`config.mk`:
```
export PLATFORM = sky130hd
export DESIGN_NAME = bcd_time_to_secs
export DESIGN_NICKNAME = d
export VERILOG_FILES = /design/src/rtl/bcdsec_pkg.sv /design/src/rtl/bcdsec_seq.sv /design/src/rtl/bcdsec_addr_map.sv /design/src/rtl/bcdsec_accum.sv /design/src/rtl/bcd_time_to_secs.sv
export SDC_FILE = /design/constraint.sdc
export NUM_CORES = 1
export LEC_CHECK = 0
export ABC_AREA = 1
export BUFFER_PORTS_ARGS = -buffer_cell sky130_fd_sc_hd__buf_2
export CORE_MARGIN = 2
export CORE_UTILIZATION = 45
export CTS_CLUSTER_DIAMETER = 150
export DETAILED_ROUTE_END_ITERATION = 7
export RECOVER_POWER = 25
export SYNTH_ARGS = -nofsm -noshare
export SYNTH_HDL_FRONTEND = slang
export SYNTH_SLANG_ARGS = --single-unit
export TNS_END_PERCENT = 20
```
`constraint.sdc`:
```
create_clock -name clk -period 5.6 [get_ports clk]
set_clock_uncertainty 0.15 [all_clocks]
set_input_delay 0 -clock clk [delete_from_list [all_inputs] [get_ports clk]]
set_output_delay 0 -clock clk [all_outputs]
set_load 0.05 [all_outputs]
```
`src/rtl/bcdsec_pkg.sv`:
```
package bcdsec_pkg;

  typedef enum logic [1:0] {
    ST_IDLE = 2'd0,
    ST_REQ  = 2'd1,
    ST_RSP  = 2'd2
  } seq_state_e;

  // two digits (units, tens) for each of seconds, minutes, hours, day
  localparam int FIELDS     = 4;
  localparam int FIELD_DIGS = 2;
  localparam int DIGITS     = FIELDS * FIELD_DIGS;

  // seconds carried by one count of digit idx (even = units, odd = tens)
  function automatic logic [31:0] digit_weight(input int unsigned idx);
    logic [31:0] w;
    case (idx / FIELD_DIGS)
      0:       w = 32'd1;
      1:       w = 32'd60;
      2:       w = 32'd3600;
      default: w = 32'd86400;
    endcase
    if ((idx % FIELD_DIGS) != 0) w = w * 32'd10;
    return w;
  endfunction

endpackage

```
`src/rtl/bcdsec_seq.sv`:
```
module bcdsec_seq
  import bcdsec_pkg::*;
#(
  parameter int NUM_DIGITS = 8,
  parameter int IDX_W      = $clog2(NUM_DIGITS)
) (
  input  logic             clk,
  input  logic             rst_n,
  input  logic             start,
  input  logic             req_ready,
  input  logic             rsp_valid,
  output logic             req_valid,
  output logic             rsp_ready,
  output logic [IDX_W-1:0] idx,
  output logic             clear,
  output logic             take,
  output logic             take_last,
  output logic             done
);

  localparam logic [IDX_W-1:0] LAST_IDX = IDX_W'(NUM_DIGITS - 1);

  seq_state_e       state_q;
  logic [IDX_W-1:0] idx_q;
  logic             done_q;

  assign req_valid = (state_q == ST_REQ);
  assign rsp_ready = (state_q == ST_RSP);
  assign clear     = (state_q == ST_IDLE) && start;
  assign take      = rsp_ready && rsp_valid;
  assign take_last = take && (idx_q == LAST_IDX);
  assign idx       = idx_q;
  assign done      = done_q;

  always_ff @(posedge clk or negedge rst_n) begin
    if (!rst_n) begin
      state_q <= ST_IDLE;
      idx_q   <= '0;
      done_q  <= 1'b0;
    end else begin
      done_q <= take_last;
      case (state_q)
        ST_IDLE: begin
          if (start) begin
            state_q <= ST_REQ;
            idx_q   <= '0;
          end
        end
        ST_REQ: begin
          if (req_ready) state_q <= ST_RSP;
        end
        ST_RSP: begin
          if (rsp_valid) begin
            if (idx_q == LAST_IDX) begin
              state_q <= ST_IDLE;
            end else begin
              state_q <= ST_REQ;
              idx_q   <= idx_q + IDX_W'(1);
            end
          end
        end
        default: state_q <= ST_IDLE;
      endcase
    end
  end

  // a transferred request is followed by a wait for its response
  p_one_outstanding_r4: assert property (@(posedge clk) disable iff (!rst_n)
    (req_valid && req_ready) |=> (rsp_ready && !req_valid));

  // a non-final response transfer raises the next request at once
  p_next_request_r4: assert property (@(posedge clk) disable iff (!rst_n)
    (take && !take_last) |=> req_valid);

  // result pulse is one cycle wide
  p_valid_pulse_r7: assert property (@(posedge clk) disable iff (!rst_n)
    done |=> !done);

  // start during a wait leaves the digit position alone
  p_ignore_start_r8: assert property (@(posedge clk) disable iff (!rst_n)
    (start && rsp_ready && !rsp_valid) |=> (rsp_ready && $stable(idx)));

endmodule

```
`src/rtl/bcdsec_addr_map.sv`:
```
module bcdsec_addr_map #(
  parameter int                            NUM_DIGITS = 8,
  parameter int                            ADDR_W     = 4,
  parameter int                            IDX_W      = $clog2(NUM_DIGITS),
  parameter logic [NUM_DIGITS*ADDR_W-1:0]  ADDR_TABLE = '0
) (
  input  logic [IDX_W-1:0]  idx,
  output logic [ADDR_W-1:0] addr
);

  logic [ADDR_W-1:0] slot [NUM_DIGITS];

  for (genvar g = 0; g < NUM_DIGITS; g++) begin : g_slot
    assign slot[g] = ADDR_TABLE[g*ADDR_W +: ADDR_W];
  end

  assign addr = slot[idx];

endmodule

```
`src/rtl/bcdsec_accum.sv`:
```
module bcdsec_accum
  import bcdsec_pkg::*;
#(
  parameter int NUM_DIGITS = 8,
  parameter int IDX_W      = $clog2(NUM_DIGITS),
  parameter int RES_W      = 32
) (
  input  logic             clk,
  input  logic             rst_n,
  input  logic             clear,
  input  logic             take,
  input  logic             last,
  input  logic [IDX_W-1:0] idx,
  input  logic [3:0]       nibble,
  output logic [RES_W-1:0] result
);

  logic [RES_W-1:0] wtab [NUM_DIGITS];
  logic [RES_W-1:0] acc_q;
  logic [RES_W-1:0] result_q;
  logic [RES_W-1:0] term;
  logic [RES_W-1:0] sum;

  for (genvar g = 0; g < NUM_DIGITS; g++) begin : g_weight
    assign wtab[g] = RES_W'(digit_weight(g));
  end

  assign term   = RES_W'(nibble) * wtab[idx];
  assign sum    = acc_q + term;
  assign result = result_q;

  always_ff @(posedge clk or negedge rst_n) begin
    if (!rst_n) begin
      acc_q    <= '0;
      result_q <= '0;
    end else begin
      if (clear)     acc_q <= '0;
      else if (take) acc_q <= sum;
      if (take && last) result_q <= sum;
    end
  end

  // a new conversion starts from an empty sum
  p_acc_clear_r6: assert property (@(posedge clk) disable iff (!rst_n)
    clear |=> (acc_q == '0));

  // result only moves on the final digit
  p_result_hold_r7: assert property (@(posedge clk) disable iff (!rst_n)
    !(take && last) |=> $stable(result));

endmodule

```
`src/rtl/bcd_time_to_secs.sv`:
```
module bcd_time_to_secs
  import bcdsec_pkg::*;
#(
  parameter int                ADDR_W     = 4,
  parameter int                RSP_W      = 8,
  parameter int                RES_W      = 32,
  parameter logic [ADDR_W-1:0] ADDR_SEC_U = 4'h0,
  parameter logic [ADDR_W-1:0] ADDR_SEC_T = 4'h1,
  parameter logic [ADDR_W-1:0] ADDR_MIN_U = 4'h2,
  parameter logic [ADDR_W-1:0] ADDR_MIN_T = 4'h3,
  parameter logic [ADDR_W-1:0] ADDR_HR_U  = 4'h4,
  parameter logic [ADDR_W-1:0] ADDR_HR_T  = 4'h5,
  parameter logic [ADDR_W-1:0] ADDR_DAY_U = 4'h6,
  parameter logic [ADDR_W-1:0] ADDR_DAY_T = 4'h7
) (
  input  logic              clk,
  input  logic              rst_n,
  input  logic              start,
  output logic              req_valid,
  input  logic              req_ready,
  output logic [ADDR_W-1:0] req_addr,
  input  logic              rsp_valid,
  output logic              rsp_ready,
  input  logic [RSP_W-1:0]  rsp_data,
  output logic              secs_valid,
  output logic [RES_W-1:0]  secs
);

  localparam int NUM_DIGITS = DIGITS;
  localparam int IDX_W      = $clog2(NUM_DIGITS);
  localparam logic [NUM_DIGITS*ADDR_W-1:0] ADDR_TABLE = {
    ADDR_DAY_T, ADDR_DAY_U, ADDR_HR_T, ADDR_HR_U,
    ADDR_MIN_T, ADDR_MIN_U, ADDR_SEC_T, ADDR_SEC_U
  };

  logic [IDX_W-1:0] idx;
  logic             clear;
  logic             take;
  logic             take_last;
  logic [3:0]       nibble;
  logic             unused_rsp_hi;

  assign nibble        = rsp_data[3:0];
  assign unused_rsp_hi = ^rsp_data[RSP_W-1:4];

  bcdsec_seq #(
    .NUM_DIGITS (NUM_DIGITS),
    .IDX_W      (IDX_W)
  ) u_seq (
    .clk       (clk),
    .rst_n     (rst_n),
    .start     (start),
    .req_ready (req_ready),
    .rsp_valid (rsp_valid),
    .req_valid (req_valid),
    .rsp_ready (rsp_ready),
    .idx       (idx),
    .clear     (clear),
    .take      (take),
    .take_last (take_last),
    .done      (secs_valid)
  );

  bcdsec_addr_map #(
    .NUM_DIGITS (NUM_DIGITS),
    .ADDR_W     (ADDR_W),
    .IDX_W      (IDX_W),
    .ADDR_TABLE (ADDR_TABLE)
  ) u_map (
    .idx  (idx),
    .addr (req_addr)
  );

  bcdsec_accum #(
    .NUM_DIGITS (NUM_DIGITS),
    .IDX_W      (IDX_W),
    .RES_W      (RES_W)
  ) u_acc (
    .clk    (clk),
    .rst_n  (rst_n),
    .clear  (clear),
    .take   (take),
    .last   (take_last),
    .idx    (idx),
    .nibble (nibble),
    .result (secs)
  );

  // a stalled request keeps its valid and its address
  p_addr_hold_r3: assert property (@(posedge clk) disable iff (!rst_n)
    (req_valid && !req_ready) |=> (req_valid && $stable(req_addr)));

  // request and response phases never overlap
  p_phase_excl_r4: assert property (@(posedge clk) disable iff (!rst_n)
    !(req_valid && rsp_ready));

endmodule

```
==> reports/metrics.cfg, run 1 <==
[status]
violations=max-capacitance violations, max-slew violations
status=finished with violations

[drt]
wirelength_mm=17.3
post_drt_wl_per_cell_um=14.5
viasPerCell=4.90
drt_iter0_markers=348
vias=5843
drtPass1Iterations=5
antenna_violating_nets_post_route=0
remaining_drc_errors=0

[synth]
synthesis.nets=1069
syn_inst=957
netlist_area_um2=6700
ys_seq_elements=70
synthFlopType=dfrtp_1
synthDistinctLibCells=31
synth.area.top_cells=dfrtp_1, nand2_1, fa_1
synth_top_area_cell=dfrtp_1
seq_area_frac_synth=0.261
yosys_warnings=0
synth_commonest_cells=nand2_1, inv_1, nor2_1
syn_avg_cell_area_um2=7.00
synth_most_common_cell=nand2_1
async_flop_share=1.00
synth-edff-count=0
synth_top_area_frac=0.261

[worst_setup_path]
rr_worst_depth=18
critical_path.max_fanout=12
timing.rr.end=u_acc.result[21]
slowest_stage=dfrtp_1
critical-path-top-delay-family=adder cells
end_kind=register
cp.arrival_ns=5.03
path_cells=clkinv_1 -> o21ai_0 -> nor2_1 -> fa_1 -> fa_1 -> inv_1 -> fa_1 -> inv_1 -> ha_1 -> nand2_1 -> nor2_1 -> nand3_1 -> nand3_1 -> nand2_1 -> nand2_1 -> nand2_1 -> nand3_1 -> nand2_1
ff2ff_setup_slack_ns=0.64
crit_type=reg2reg
critPathLaunchType=register
cp_common_cell=nand2_1
max_stage_delay_ns=0.56
critPathBufInv=3
critPathRequiredTime_ns=5.68
reg2reg_from=u_seq.idx[2]

[layout]
layout.cells.non_filler=1193
multiInputGateArea_um2=4030
diodes=0
area_growth_pct=10.6
nFillCells=1501
drive_above_1_share=0.0367
finalNetCount=1116
seq_area_um2=1750
final_cell_area_um2=7410
utilization=0.510

[global_routing]
antenna_found_initial=0
grtUsageTotal=0.232
grt_pass1_wl_mm=28.8
grt_pass1_vias=5718
grt_overflow=0
grt_max_degree=71

[clock_network]
ctsResizeCount=0
cts_sinks=70
cts_max_path_buffers=2
htreeDepth=3
post_cts_buffers=0
clk_latency_ns=0.36
cts_tree=built
cts-root-buf=clkbuf_16
ctsHoldBuffers=4
clkTransAtPathRegs_ns=0.06
cts_buffers=9

[floorplan]
ioPinCount=52
dieArea_um2=15900
initial_core_util=0.461
dieHeight_um=126
chipWidth_um=126
core_um2=14500
row_count=44

[hold_path]
hold_path_end=u_seq.idx[0]
hold_path.class=in2reg
hold_depth=5
min-delay-start=start

[sta]
slew_viol_final=71
finalCritPeriodShare=0.885
finalHoldViolations=0
rsz0062_at_grt=no
fin_setup_tns_ns=0
fmaxAchievable_mhz=202
fin_crit_ns=4.96
max_slew_margin=-1.64
max_slew.worst_pin.slew_ns=3.96
finalSetupViolations=0

[placed_design]
dpl.hpwl_mm=13.9
place_area_um2=7090
portBuffers=46
gp_congestion=0.924
dp.cells=1173

[power_and_ir_drop]
total_power_uw=1980
peakVddDrop_v=0.000142
p_leak_uw=0.00434
p_per_area_nw_per_um2=267

[job]
maxCapViolations=1

==> cells by family (layout without fill, tap and decap cells) <==
| logic type | Yosys count | count (layout) | synth area share |
|---|---|---|---|
| AOI/OAI and AO/OA | 68 | 68 | 0.0543 |
| xor gates and xnor gates | 16 | 16 | 0.0209 |
| adders and majority gates | 99 | 99 | 0.242 |
| buffers and inverters | 239 | 291 | 0.137 |
| DFF | 70 | 70 | 0.261 |
| other | 1 | 1 | 0.000559 |
| and+or+nand+nor | 464 | 464 | 0.284 |
==> through the flow <==
stage               hold slack (ns)  setup slack (ns)
floorplan                    -0.446              1.07
detailed placement           0.0532             0.696
finish                       0.0445             0.644
global placement             0.0575             0.756
CTS                          0.0195             0.674
global route                  0.124             0.225
==> worst max path at each step <==
stage	from	endpoint	slack, ns	cells after the start
6_report	u_seq.idx[2]	u_acc.result[21]	0.64	18
5_1_grt	u_seq.idx[2]	u_acc.result[21]	0.23	17
4_1_cts	u_seq.idx[2]	u_acc.result[15]	0.67	17
3_5_place_dp	u_seq.idx[2]	u_acc.result[15]	0.70	17
3_3_place_gp	u_seq.idx[2]	u_acc.result[15]	0.76	17
2_1_floorplan	u_seq.idx[0]	u_acc.result[30]	1.07	21
==> state kept, by name, summed over array words and instances (netlist names) <==
name and flops:
u_seq.idx 3, u_seq.state_q 2, u_acc.result 32, u_seq.done 1, u_acc.acc_q 32
==> layout make-up <==
type / count / share of cell area
clock buffers: 9 / 0.0304
well taps: 184 / 0.0310
flip-flops and latches: 70 / 0.236
multi-input cells: 648 / 0.544
inverters: 225 / 0.114
repair buffers: 50 / 0.0304
clock inverters: 7 / 0.0140
==> tightest hold or removal path, cell delays in order <==
cell	delay, ns
buf_2	0.09
o31ai_1	0.06
inv_1	0.08
nand4_1	0.12
o21ai_0	0.16
==> routing by layer <==
layer,vias up,routed length [µm],track usage
met5,-,0,0
met4,0,452,0.0905
met3,27,639,0.0323
met2,109,8040,0.379
met1,2744,8210,0.314
li1,2963,-,-
==> cell usage in the layout, fill, tap and decap left out <==
master           n
nor2_4           2
nand3b_1         3
fa_1            51
clkbuf_1        36
inv_1          217
nand2_2          3
clkinv_4         3
xnor2_1         11
a31oi_1          1
nor2_2           1
nand3_1         70
nor2_1          71
xor2_1           5
inv_2            3
nand3_2          1
clkbuf_16        9
nand4_1          6
dlygate4sd3_1    4
o21bai_1         3
o21ai_1         12
and2_1           1
dfrtp_1         70
conb_1           1
a21oi_1         22
o21ai_0         20
nor3_1           6
nand2_4          1
bufinv_16        2
o22ai_1          8
clkinv_1         5
buf_2           10
o31ai_1          2
inv_6            2
ha_1            48
nand2_1        299
==> power by group <==
group,internal [µW],switching [µW]
Sequential,539,30.8
Combinational,228,525
Clock,396,259
No activity file was read; power rests on OpenSTA's default activity.
==> run 2: changes to the inputs <==
--- a/config.mk
+++ b/config.mk
@@ -7,6 +7,7 @@
 export LEC_CHECK = 0
 export ABC_AREA = 1
 export BUFFER_PORTS_ARGS = -buffer_cell sky130_fd_sc_hd__buf_2
+export CORE_ASPECT_RATIO = 0.75
 export CORE_MARGIN = 2
 export CORE_UTILIZATION = 45
 export CTS_CLUSTER_DIAMETER = 150
==> run 2 against run 1 <==
  * The run still ends with max-capacitance violations, max-slew violations left
  * Sequential cell count is the same
  * Die area is essentially flat
  * Clock-buffer cell count grew 1
  * Critical endpoint is now u_acc.acc_q[16]
==> reports/metrics.cfg, run 2 (same netlist as run 1, synthesis figures left out) <==
[power_and_ir_drop]
p_per_area_nw_per_um2=264  ; -0.86%
p_leak_uw=0.00434  ; about the same
peakVddDrop_v=0.000223  ; +57%

[clock_network]
clkTransAtPathRegs_ns=0.06  ; about the same
cts_tree=built
htreeDepth=3  ; unchanged
post_cts_buffers=0  ; unchanged
clk_latency_ns=0.35  ; about the same
ctsHoldBuffers=4  ; unchanged
cts_buffers=9  ; unchanged
cts-root-buf=clkbuf_16
cts_max_path_buffers=2  ; unchanged
cts_sinks=70  ; unchanged
ctsResizeCount=0  ; unchanged

[placed_design]
dp.cells=1189  ; +1.4%
gp_congestion=0.894  ; -3.3%
dpl.hpwl_mm=13.8  ; -0.24%
portBuffers=46  ; unchanged

[sta]
max_slew_margin=-1.62  ; +0.0245
finalCritPeriodShare=0.885  ; about the same
rsz0062_at_grt=no
max_slew.worst_pin.slew_ns=3.93  ; -0.0367 ns
timing.hold.ws_ns=0.0320  ; -0.0126 ns
finalHoldViolations=0  ; unchanged
fmaxAchievable_mhz=202  ; about the same
fin_crit_ns=4.96  ; +0.000200 ns
finalSetupViolations=0  ; unchanged
slew_viol_final=71  ; unchanged
fin_setup_tns_ns=0  ; unchanged

[status]
status=finished with violations
violations=max-capacitance violations, max-slew violations

[worst_setup_path]
critical_path.max_fanout=12  ; unchanged
cp_common_cell=nand2_1
slowest_stage=fa_1
max_stage_delay_ns=0.55  ; about the same
cp.arrival_ns=5.08  ; +0.05 ns
crit_type=reg2reg
critPathLaunchType=register
critPathRequiredTime_ns=5.72  ; +0.04 ns
end_kind=register
rr_worst_depth=18  ; unchanged
path_cells=clkinv_1 -> o21ai_0 -> nor2_1 -> fa_1 -> fa_1 -> inv_1 -> fa_1 -> inv_1 -> ha_1 -> nand2_1 -> nor2_1 -> nand2_1 -> nand2_1 -> nand2_1 -> nand2_1 -> xor2_1 -> nand2_1 -> o21ai_0

[drt]
antenna_violating_nets_post_route=0  ; unchanged
vias=5871  ; +0.48%
drt_iter0_markers=500  ; +44%
drtPass1Iterations=5  ; unchanged
wirelength_mm=17.4  ; +0.32%
viasPerCell=4.86  ; -0.85%
remaining_drc_errors=0  ; unchanged
post_drt_wl_per_cell_um=14.4  ; -1.0%

[layout]
diodes=0  ; unchanged
final_common_cell=nand2_1
drive_above_1_share=0.0377  ; +0.000991
utilization=0.512  ; +0.00227
finalNetCount=1116  ; unchanged
final_cell_mix=nand2_1, inv_1, nor2_1
area_growth_pct=10.9
layout.cells.non_filler=1209  ; +1.3%

[job]
maxCapViolations=1  ; unchanged

[global_routing]
grt_max_degree=71  ; unchanged
antenna_found_initial=0  ; unchanged
grt_pass1_vias=5478  ; -4.2%
grt_pass1_wl_mm=28.9  ; +0.22%
grtUsageTotal=0.238  ; +0.00626
grt_overflow=0  ; unchanged

[hold_path]
hold_path.class=in2reg
hold_depth=5  ; unchanged

[floorplan]
ioPinCount=52  ; unchanged
chipWidth_um=145  ; +15%
dieHeight_um=110  ; -13%
row_count=38  ; -14%
core_um2=14500  ; -0.22%
initial_core_util=0.462  ; +0.00103
dieArea_um2=15900  ; about the same

-- run 2: path summary, 6_finish.rpt --
kind	from	to	slack (ns)
min	start	u_seq.idx[0]	0.03
max in group asynchronous	rst_n	u_acc.result[16]	1.66
max	u_seq.idx[2]	u_acc.acc_q[16]	0.64
min in group asynchronous	rst_n	u_seq.idx[1]	1.39
min reg2reg	u_acc.result[3]	u_acc.result[3]	0.32
max reg2reg	u_seq.idx[2]	u_acc.acc_q[16]	0.64
-- run 2: critical path, delay by kind of cell, from the launching register on --
family,cells,cell delay [ns]
XOR/XNOR,1,0.32
AO/OA/AOI/OAI,2,0.63
AND/OR/NAND/NOR,8,0.88
adder cells (fa/ha/maj),4,1.90
buffers and inverters,3,0.42
flip-flops,1,0.54
-- run 2: metal layers --
layer / global-route usage / part of all wire / up-vias
met5: 0 / 0 / -
met4: 0.0608 / 0.012 / 0
met3: 0.0589 / 0.080 / 15
met2: 0.331 / 0.37 / 173
met1: 0.368 / 0.53 / 2704
li1: - / - / 2979
-- run 2: metrics by stage --
| stage | power (µW) | cell area, µm² | worst slack, ns |
|---|---|---|---|
| after floorplan | 1110 | 6700 | 1.07 |
| after global placement | 1310 | 7110 | 0.739 |
| after detailed placement | 1320 | 7110 | 0.694 |
| after CTS | 1980 | 7480 | 0.674 |
| after global routing | 2090 | 7430 | 0.247 |
| final | 1970 | 7430 | 0.643 |
-- run 2: layout make-up --
class	instances	area, µm²
Tap cell	200	250
Sequential cell	70	1750
Timing Repair Buffer	50	228
Inverter	225	845
Fill cell	1482	7070
Clock buffer	10	229
Clock inverter	6	93.8
Multi-Input combinational cell	648	4030
-- run 2: report_power, final --
group	internal [µW]	total [µW]	leakage (µW)	switching (µW)
Sequential	539	568	0.000973	29.4
Combinational	231	754	0.00322	523
Clock	394	642	0.000154	248
Total	1160	1970	0.00434	801
==> run 3: changes to the inputs <==
--- a/config.mk
+++ b/config.mk
@@ -7,11 +7,13 @@
 export LEC_CHECK = 0
 export ABC_AREA = 1
 export BUFFER_PORTS_ARGS = -buffer_cell sky130_fd_sc_hd__buf_2
-export CORE_ASPECT_RATIO = 0.75
+export CAP_MARGIN = 5
+export CORE_ASPECT_RATIO = 0.7
 export CORE_MARGIN = 2
-export CORE_UTILIZATION = 45
+export CORE_UTILIZATION = 60
 export CTS_CLUSTER_DIAMETER = 150
 export DETAILED_ROUTE_END_ITERATION = 7
+export PLACE_DENSITY = 0.8
 export RECOVER_POWER = 25
 export SYNTH_ARGS = -nofsm -noshare
 export SYNTH_HDL_FRONTEND = slang
==> run 3 against run 2 <==
  * The run still ends with max-capacitance violations, max-slew violations left
  * Wire length fell by 0.61%
  * Maximum frequency shrank 1.3%
  * Combinational power about the same
  * Critical path type unchanged
  * Sequential power barely moved
==> reports/metrics.cfg, run 3 (same netlist as run 1, synthesis figures left out) <==
[sta]
fin_crit_ns=5.02  ; +0.0660 ns
finalHoldViolations=0  ; unchanged
max_slew.worst_pin.slew_ns=3.76  ; -0.168 ns
finalSetupViolations=0  ; unchanged
fmaxAchievable_mhz=199  ; -1.3%
rsz0062_at_grt=no
fin_setup_tns_ns=0  ; unchanged
max_slew_margin=-1.51  ; +0.112
slew_viol_final=71  ; unchanged
finalCritPeriodShare=0.897  ; +0.0118

[worst_setup_path]
critPathBufInv=4  ; +1
crit_start=u_seq.idx[0]
crit_type=reg2reg
end_kind=register
critical-path-top-delay-family=adder cells
path_cells=inv_1 -> ha_1 -> nand2_1 -> o21ai_0 -> nor2_1 -> fa_1 -> fa_1 -> inv_1 -> fa_1 -> inv_1 -> ha_1 -> nand2_1 -> inv_1 -> a21oi_1 -> nand3_1 -> nand3_1 -> nand2_1 -> nand2_1 -> nand3_1 -> nand2_1
reg2reg_from=u_seq.idx[0]
timing.rr.end=u_acc.acc_q[20]
ff2ff_setup_slack_ns=0.58  ; -0.07 ns
cp_common_cell=nand2_1
rr_worst_depth=20  ; +2
cp.arrival_ns=5.14  ; +0.06 ns
slowest_stage=fa_1
critical_path.max_fanout=6  ; -6
max_stage_delay_ns=0.52  ; -0.03 ns
critPathRequiredTime_ns=5.72  ; about the same
critPathLaunchType=register

[clock_network]
cts_sinks=70  ; unchanged
clk_latency_ns=0.34  ; about the same
htreeDepth=3  ; unchanged
post_cts_buffers=0  ; unchanged
ctsResizeCount=0  ; unchanged
cts_max_path_buffers=2  ; unchanged
cts_tree=built
cts-root-buf=clkbuf_16
cts_buffers=9  ; unchanged
clkTransAtPathRegs_ns=0.06  ; about the same
ctsHoldBuffers=4  ; unchanged

[floorplan]
core_um2=10900  ; -25%
row_count=32  ; -16%
initial_core_util=0.613  ; +0.151
ioPinCount=52  ; unchanged
chipWidth_um=130  ; -10%
dieArea_um2=12000  ; -24%
dieHeight_um=92.4  ; -16%

[global_routing]
met1_usage=0.487  ; +0.120
grtUsageMet2=0.456  ; +0.125
grt_max_degree=71  ; unchanged
grt_overflow=0  ; unchanged
met3_usage=0.0659  ; +0.00694
grt_pass1_wl_mm=29.1  ; +0.62%
antenna_found_initial=0  ; unchanged
grt_pass1_vias=5786  ; +5.6%
grtUsageTotal=0.314  ; +0.0756
top_usage_layer=met1

[status]
violations=max-capacitance violations, max-slew violations
status=finished with violations

[placed_design]
portBuffers=46  ; unchanged
gp_congestion=0.940  ; +5.2%
dpl.hpwl_mm=13.4  ; -3.2%
place_area_um2=7060  ; -0.76%

[layout]
final_common_cell=nand2_1
final_cell_mix=nand2_1, inv_1, nor2_1
drive_above_1_share=0.0367  ; -0.000991
finalNetCount=1117  ; +0.090%
final_cell_area_um2=7360  ; -0.89%
nFillCells=977  ; -34%
area_growth_pct=9.87
diodes=0  ; unchanged

[drt]
viasPerCell=5.22  ; +7.4%
remaining_drc_errors=0  ; unchanged
post_drt_wl_per_cell_um=14.9  ; +3.4%
drtPass1Iterations=6  ; +1
antenna_violating_nets_post_route=0  ; unchanged
wirelength_mm=17.3  ; -0.61%
vias=6062  ; +3.3%
drt_iter0_markers=544  ; +8.8%

[power_and_ir_drop]
p_leak_uw=0.00434  ; about the same
peakVddDrop_v=0.000220  ; -1.4%
p_per_area_nw_per_um2=263  ; -0.48%
total_power_uw=1940  ; -1.4%

[hold_path]
hold_depth=5  ; unchanged
hold_path_end=u_seq.idx[0]
hold_path.class=in2reg
min-delay-start=start

[job]
maxCapViolations=1  ; unchanged

-- run 3: per-layer routing --
metal  up-vias  part of all wire  routed length [µm]
met2       235              0.40                6940
met4         0            0.0095                 165
li1       2969                 -                   -
met5         -                 0                   0
met3        20             0.092                1580
met1      2838              0.50                8600
-- run 3: tightest hold or removal path: stages --
cell and delay, ns:
buf_2 0.09, o31ai_1 0.06, inv_1 0.08, nand4_1 0.11
o21ai_0 0.16
-- run 3: how the worst max path moves through the flow --
stage                  endpoint  depth (start not counted)
2_1_floorplan  u_acc.result[30]                         21
3_3_place_gp    u_acc.acc_q[15]                         17
3_5_place_dp   u_acc.result[15]                         17
4_1_cts        u_acc.result[13]                         18
5_1_grt         u_acc.acc_q[16]                         20
6_report        u_acc.acc_q[20]                         20
-- run 3: metrics by stage --
step | util | setup WS, ns | instances | hold WS, ns
after detailed placement | 0.646 | 0.769 | 1143 | 0.0580
after global routing | 0.674 | 0.235 | 1162 | 0.134
after global placement | 0.646 | 0.822 | 1143 | 0.0395
final | 0.674 | 0.577 | 1162 | 0.0507
after CTS | 0.678 | 0.673 | 1162 | 0.0515
after floorplan | - | 1.07 | 957 | -0.446
-- run 3: where the power goes --
part / switching [µW] / internal [µW]
clock: 228 / 387
combinational: 522 / 231
sequential: 30.5 / 539
-- run 3: cell type report --
class / instances / area, µm² / area share
multi-input cells: 648 / 4030 / 0.548
clock buffers: 9 / 225 / 0.0306
well taps: 153 / 191 / 0.0260
clock inverters: 6 / 87.6 / 0.0119
inverters: 225 / 845 / 0.115
repair buffers: 51 / 230 / 0.0313
flip-flops and latches: 70 / 1750 / 0.238
